==> config.mk <==
export PLATFORM = sky130hd
export DESIGN_NAME = rx_chain_dma
export DESIGN_NICKNAME = d
export VERILOG_FILES = /design/src/rtl/rxd_pkg.sv /design/src/rtl/rxd_fifo.sv /design/src/rtl/rxd_ingress.sv /design/src/rtl/rxd_dma.sv /design/src/rtl/rx_chain_dma.sv
export SDC_FILE = /design/constraint.sdc
export NUM_CORES = 1
export LEC_CHECK = 0
export ABC_CLOCK_PERIOD_IN_PS = 4200
export BUFFER_PORTS_ARGS = -buffer_cell sky130_fd_sc_hd__buf_4
export CORE_ASPECT_RATIO = 0.7
export CORE_MARGIN = 1.5
export CORE_UTILIZATION = 60
export CTS_CLUSTER_SIZE = 28
export DETAILED_ROUTE_END_ITERATION = 7
export PLACE_DENSITY = 0.91
export REMOVE_ABC_BUFFERS = 1
export SLEW_MARGIN = 20
export SYNTH_ARGS = -nofsm -noshare
export SYNTH_HDL_FRONTEND = slang
export SYNTH_SLANG_ARGS = --single-unit
==> constraint.sdc <==
create_clock -name clk_i -period 4.2 [get_ports clk_i]
set_input_delay 0.42 -clock clk_i [delete_from_list [all_inputs] [get_ports clk_i]]
set_output_delay 0.42 -clock clk_i [all_outputs]
set_load 0.05 [all_outputs]
==> src/rtl/rxd_pkg.sv <==
package rxd_pkg;
  typedef struct packed {
    logic       last;
    logic [7:0] data;
  } rxd_ent_t;

  typedef enum logic [1:0] {
    DMA_IDLE = 2'd0,
    DMA_WR   = 2'd1,
    DMA_LNK  = 2'd2
  } dma_st_e;
endpackage

==> src/rtl/rxd_fifo.sv <==
// Byte queue with a commit pointer; only committed entries are visible to the reader.
module rxd_fifo
  import rxd_pkg::*;
#(
  parameter int DEPTH = 16,
  localparam int PW = $clog2(DEPTH)
) (
  input  logic     clk_i,
  input  logic     rst_ni,
  input  logic     restart_i,
  input  logic     discard_i,
  input  logic     push_i,
  input  rxd_ent_t ent_i,
  input  logic     commit_i,
  input  logic     pop_i,
  output rxd_ent_t ent_o,
  output logic     avail_o,
  output logic     full_o,
  output logic [PW:0] level_o
);
  localparam logic [PW:0] MAX_LVL = (PW+1)'(DEPTH);

  rxd_ent_t    mem_q [DEPTH];
  logic [PW:0] wr_q, cmt_q, rd_q, base;

  assign base    = restart_i ? cmt_q : wr_q;
  assign level_o = base - rd_q;
  assign full_o  = (level_o == MAX_LVL);
  assign avail_o = (rd_q != cmt_q);
  assign ent_o   = mem_q[rd_q[PW-1:0]];

  always_ff @(posedge clk_i) begin
    if (push_i) mem_q[base[PW-1:0]] <= ent_i;
  end

  always_ff @(posedge clk_i or negedge rst_ni) begin
    if (!rst_ni) begin
      wr_q  <= '0;
      cmt_q <= '0;
      rd_q  <= '0;
    end else begin
      if (discard_i)    wr_q <= cmt_q;
      else              wr_q <= base + {{PW{1'b0}}, push_i};
      if (commit_i)     cmt_q <= base + {{PW{1'b0}}, 1'b1};
      rd_q <= rd_q + {{PW{1'b0}}, pop_i};
    end
  end
endmodule

==> src/rtl/rxd_ingress.sv <==
// Frame acceptance, overflow and error handling on the line side.
module rxd_ingress
  import rxd_pkg::*;
(
  input  logic       clk_i,
  input  logic       rst_ni,
  input  logic       rx_en_i,
  input  logic       buf_ok_i,
  input  logic       rx_valid_i,
  input  logic [7:0] rx_data_i,
  input  logic       rx_sof_i,
  input  logic       rx_eof_i,
  input  logic       rx_err_i,
  input  logic       full_i,
  output logic       restart_o,
  output logic       discard_o,
  output logic       push_o,
  output logic       commit_o,
  output rxd_ent_t   ent_o
);
  logic in_frame_q, drop_q;
  logic sof_v, start, cont, active, drop_eff, bad_end;

  always_comb begin
    sof_v     = rx_valid_i & rx_sof_i;
    start     = sof_v & rx_en_i & buf_ok_i;
    cont      = rx_valid_i & ~rx_sof_i & in_frame_q;
    active    = start | cont;
    drop_eff  = cont & drop_q;
    bad_end   = rx_eof_i & rx_err_i;
    restart_o = sof_v & in_frame_q;
    push_o    = active & ~drop_eff & ~full_i & ~bad_end;
    commit_o  = push_o & rx_eof_i;
    discard_o = active & rx_eof_i & ~push_o;
    ent_o     = '{last: rx_eof_i, data: rx_data_i};
  end

  always_ff @(posedge clk_i or negedge rst_ni) begin
    if (!rst_ni) begin
      in_frame_q <= 1'b0;
      drop_q     <= 1'b0;
    end else if (active) begin
      in_frame_q <= ~rx_eof_i;
      drop_q     <= ~rx_eof_i & (drop_eff | full_i);
    end else if (sof_v) begin
      in_frame_q <= 1'b0;
      drop_q     <= 1'b0;
    end
  end
endmodule

==> src/rtl/rxd_dma.sv <==
// Bus master: copies committed frames and follows the buffer link chain.
module rxd_dma
  import rxd_pkg::*;
#(
  parameter int AW       = 16,
  parameter int DATA_OFS = 1,
  parameter int LINK_OFS = 0
) (
  input  logic          clk_i,
  input  logic          rst_ni,
  input  logic          avail_i,
  input  rxd_ent_t      ent_i,
  input  logic          base_load_i,
  input  logic [AW-1:0] base_addr_i,
  input  logic          gnt_i,
  input  logic [AW-1:0] rdata_i,
  output logic          pop_o,
  output logic          req_o,
  output logic          we_o,
  output logic [AW-1:0] addr_o,
  output logic [AW-1:0] wdata_o,
  output logic          buf_ok_o,
  output logic          irq_set_o
);
  localparam logic [AW-1:0] D_OFS = AW'(DATA_OFS);
  localparam logic [AW-1:0] L_OFS = AW'(LINK_OFS);
  localparam logic [AW-1:0] ONE   = AW'(1);

  dma_st_e       st_q;
  logic [AW-1:0] cur_q, ofs_q;
  logic          ok_q;

  always_comb begin
    req_o     = (st_q != DMA_IDLE);
    we_o      = (st_q == DMA_WR);
    addr_o    = (st_q == DMA_LNK) ? cur_q + L_OFS : cur_q + D_OFS + ofs_q;
    wdata_o   = AW'(ent_i.data);
    pop_o     = (st_q == DMA_WR) & gnt_i;
    irq_set_o = (st_q == DMA_LNK) & gnt_i;
    buf_ok_o  = ok_q;
  end

  always_ff @(posedge clk_i or negedge rst_ni) begin
    if (!rst_ni) begin
      st_q  <= DMA_IDLE;
      cur_q <= '0;
      ofs_q <= '0;
      ok_q  <= 1'b0;
    end else begin
      unique case (st_q)
        DMA_IDLE: begin
          if (base_load_i) begin
            cur_q <= base_addr_i;
            ok_q  <= 1'b1;
            ofs_q <= '0;
          end else if (avail_i && ok_q) begin
            st_q <= DMA_WR;
          end
        end
        DMA_WR: begin
          if (gnt_i) begin
            ofs_q <= ofs_q + ONE;
            if (ent_i.last) st_q <= DMA_LNK;
          end
        end
        DMA_LNK: begin
          if (gnt_i) begin
            cur_q <= rdata_i;
            ok_q  <= (rdata_i != '0);
            ofs_q <= '0;
            st_q  <= DMA_IDLE;
          end
        end
        default: st_q <= DMA_IDLE;
      endcase
    end
  end
endmodule

==> src/rtl/rx_chain_dma.sv <==
module rx_chain_dma
  import rxd_pkg::*;
#(
  parameter int AW       = 16,
  parameter int DEPTH    = 16,
  parameter int DATA_OFS = 1,
  parameter int LINK_OFS = 0,
  localparam int PW = $clog2(DEPTH)
) (
  input  logic          clk_i,
  input  logic          rst_ni,
  input  logic          rx_en_i,
  input  logic          base_load_i,
  input  logic [AW-1:0] base_addr_i,
  input  logic          rx_valid_i,
  input  logic [7:0]    rx_data_i,
  input  logic          rx_sof_i,
  input  logic          rx_eof_i,
  input  logic          rx_err_i,
  output logic          bus_req_o,
  input  logic          bus_gnt_i,
  output logic          bus_we_o,
  output logic [AW-1:0] bus_addr_o,
  output logic [AW-1:0] bus_wdata_o,
  input  logic [AW-1:0] bus_rdata_i,
  output logic          irq_o,
  input  logic          irq_clr_i
);
  rxd_ent_t    in_ent, out_ent;
  logic        restart, discard, push, commit, pop, avail, full, buf_ok, irq_set;
  logic [PW:0] fifo_level;
  logic        irq_q;

  rxd_ingress u_ing (
    .clk_i, .rst_ni, .rx_en_i,
    .buf_ok_i  (buf_ok),
    .rx_valid_i, .rx_data_i, .rx_sof_i, .rx_eof_i, .rx_err_i,
    .full_i    (full),
    .restart_o (restart),
    .discard_o (discard),
    .push_o    (push),
    .commit_o  (commit),
    .ent_o     (in_ent)
  );

  rxd_fifo #(.DEPTH(DEPTH)) u_fifo (
    .clk_i, .rst_ni,
    .restart_i (restart),
    .discard_i (discard),
    .push_i    (push),
    .ent_i     (in_ent),
    .commit_i  (commit),
    .pop_i     (pop),
    .ent_o     (out_ent),
    .avail_o   (avail),
    .full_o    (full),
    .level_o   (fifo_level)
  );

  rxd_dma #(.AW(AW), .DATA_OFS(DATA_OFS), .LINK_OFS(LINK_OFS)) u_dma (
    .clk_i, .rst_ni,
    .avail_i     (avail),
    .ent_i       (out_ent),
    .base_load_i, .base_addr_i,
    .gnt_i       (bus_gnt_i),
    .rdata_i     (bus_rdata_i),
    .pop_o       (pop),
    .req_o       (bus_req_o),
    .we_o        (bus_we_o),
    .addr_o      (bus_addr_o),
    .wdata_o     (bus_wdata_o),
    .buf_ok_o    (buf_ok),
    .irq_set_o   (irq_set)
  );

  // set beats clear
  always_ff @(posedge clk_i or negedge rst_ni) begin
    if (!rst_ni)        irq_q <= 1'b0;
    else if (irq_set)   irq_q <= 1'b1;
    else if (irq_clr_i) irq_q <= 1'b0;
  end
  assign irq_o = irq_q;
endmodule

==> flow_summary.ini <==
[clock_network]
cts_buffers = 17
cts-root-buf = clkbuf_16
clk_latency_ns = 0.45
cts_tree = built
clk_pin_slew_ns = 0.08
clock_sinks = 197
cts-hold-fix-buffers = 0
clk_path_buf_depth = 2
htreeDepth = 4

[pwr]
clkPwrFrac_pct = 20.4
p_int_uw = 4510
switching_power_uw = 3500
power_frac_comb_pct = 47.8
leakagePower_uw = 0.00414
p_per_area_nw_per_um2 = 742
vdd_drop_max_mv = 0.527
swShare_pct = 43.7
pwr-share-seq_pct = 31.8

[timing]
layout_min_cycle_time_ns = 4.09
final_max_slew_viol_count = 0
worst_pin_slew_ns = 0.748
skew_ns = 0.0153
maxSlewHeadroom_pct = 50.1
finalHoldViolCount = 0
finalSetupViolations = 0
rsz0062_at_grt = false
post-route-period-util_pct = 97.4
fmax_mhz = 244

[logic_synthesis]
synth_cell_types = 66
ys.flop_type = edfxtp_1
yosys_register_bits = 197
async_flop_share_pct = 26.9
netlist_instances = 687
synth_edf_count = 144
netlist_area_um2 = 9450
ys_warn_count = 0
avgSynthCellArea_um2 = 13.8
yosysSeqAreaShare_pct = 59.8

[grt]
grt_pass1_vias = 6347
grt_pass1_wl_um = 37100
antenna_found_initial = 1
overflow = 0
grt_max_degree = 54
grtUsageTotal_pct = 30.8

[floorplan]
die_h_um = 108
dieWidth_um = 153
rows = 38
initial_core_util_pct = 61.1
dieArea_um2 = 16500
coreArea_um2 = 15500
io_pins = 85

[worst_setup_path]
worstPathArrival_ns = 4.45
worstSetupPathType = reg -> reg
crit_required_ns = 4.55
end_kind = flop
cp_max_fo = 10
startpoint_type = flop

[placement]
port_buffers = 76
gp_congestion = 0.930
dp_cells = 942
dp_hpwl_um = 16400

[cells_and_area]
area_growth_pct = 14.3
final_common_cell = edfxtp_1
fin_util_pct = 69.9
drive_gt1_share_pct = 24.4
diodes = 0
final_cell_mix = 144 x edfxtp_1, 83 x buf_4, 65 x nand2_1
finalNetCount = 840
layout.cells.non_filler = 974

[route]
avgRoutedWirePerCell_um = 25.2
ant_nets = 0
drcViolationCount = 2
drt_pass1_iterations = 8
vias_per_cell = 6.91
dr.first_iter.drc_count = 1082
drt_wl_total_um = 24500
vias = 6731

[hold_path]
min_path_type = in -> async

[run]
max_cap_violations = 0

[run_status]
status = finished with violations
violations = design-rule violations
==> final timing paths <==
| kind | from | endpoint | slack [ns] | depth (start not counted) |
|---|---|---|---|---|
| max | u_ing.in_frame_q | u_fifo.wr_q[4] | 0.11 | 15 |
| min | rst_ni | u_dma.cur_q[8] | 0.009 | 1 |
| max reg2reg | u_ing.in_frame_q | u_fifo.wr_q[4] | 0.11 | 15 |
| min reg2reg | irq_o | irq_o | 0.55 | 2 |
| max in group asynchronous | rst_ni | u_fifo.rd_q[0] | 3.67 | 1 |
| min in group clk_i | irq_clr_i | irq_o | 0.18 | 2 |
==> stage by stage <==
stage / cell area [µm²] / TNS, ns / setup WS (ns) / total power, µW / hold WS (ns)
after CTS: 10800 / 0 / 0.126 / 7950 / 0.0229
after global placement: 10200 / 0 / 0.484 / 6150 / 0.489
after floorplan: 9300 / -0.141 / -0.141 / 5200 / 0.124
after global routing: 10800 / 0 / 0.0435 / 8310 / 0.0587
after detailed placement: 10200 / 0 / 0.0692 / 6310 / 0.511
final: 10800 / 0 / 0.108 / 8010 / 0.00909
==> logic make-up (layout without fill, tap and decap cells) <==
group                    after synthesis  count (layout)  share of synthesized area [%]
other                                  1               8                         0.0397
AND/OR/NAND/NOR                      202             202                           10.3
AO/OA/AOI/OAI                        107             107                           7.44
flip-flops                           197             197                           59.8
multiplexers                          56              56                           12.1
adder cells (fa/ha/maj)               29              29                           3.92
XOR/XNOR                              39              39                           3.76
buffers and inverters                 56             136                           2.68
==> critical path, stage by stage (launching register included) <==
cell       delay [ns]
dfrtp_1          0.46
nand3_4          0.22
mux2i_1          0.35
inv_1            0.19
ha_1             0.39
nand3b_1         0.13
nand2_1          0.15
nor3_1           0.09
and3_1           0.23
or3_4            0.43
a211oi_4         0.27
ha_1             0.22
ha_1             0.21
nand3_1          0.11
or4_1            0.43
o2111ai_1        0.10
==> per-layer routing <==
metal  GRT usage, %  wire length (µm)  vias to the layer above
met4           12.5               813                        0
li1               -                 -                     2743
met1           43.8              9610                     3279
met3           7.58              3200                       88
met5              0                 0                        -
met2           46.3             10900                      621
==> power groups by stage <==
stage          Clock [µW]  Sequential [µW]  Combinational, µW
6_report             1630             2550               3830
5_1_grt              1720             2560               4030
4_1_cts              1640             2530               3780
3_5_place_dp            0             2570               3740
3_3_place_gp            0             2550               3600
2_1_floorplan           0             2620               2580
==> timing repair <==
item	CTS	global route
resized for setup	0	3
buffers inserted	0	0
endpoints found under the setup margin	0	73
==> synth_stat cells, drive strengths merged, types with 4 or more instances <==
library cell	instances	share of area (%)
edfxtp	144	46
nand2	65	2.6
nor2	58	2.3
dfrtp	53	14
mux4	45	11
a21oi	30	1.6
ha	28	3.7
o21ai	24	1.3
xnor2	22	2.0
and3	20	1.4
inv	20	0.79
a31oi	19	1.3
buf	19	1.2
clkbuf	16	0.64
xor2	16	1.5
nand3	15	0.93
nor3	10	0.53
mux2i	7	0.87
a21o	6	0.48
nor4	6	0.40
or3	6	0.45
a211oi	4	0.50
mux2	4	0.48
nor2b	4	0.26
==> area by class of cell <==
| type | instances | area (µm²) |
|---|---|---|
| Clock inverter | 15 | 174 |
| Sequential cell | 197 | 5650 |
| Clock buffer | 17 | 425 |
| Fill cell | 908 | 4660 |
| Multi-Input combinational cell | 441 | 3590 |
| Timing Repair Buffer | 83 | 623 |
| Inverter | 21 | 78.8 |
| Tap cell | 200 | 250 |
==> registers in the layout, summed over array words and instances (netlist names) <==
name / cells
u_fifo.cmt_q: 5
u_dma.buf_ok_o: 1
u_dma.st_q: 2
irq_o: 1
u_ing.in_frame_q: 1
u_ing.drop_q: 1
u_dma.cur_q: 16
u_fifo.wr_q: 5
u_fifo.mem_q: 144
u_fifo.rd_q: 5
u_dma.ofs_q: 16
Note: power is estimated with default switching activity, not from simulation.
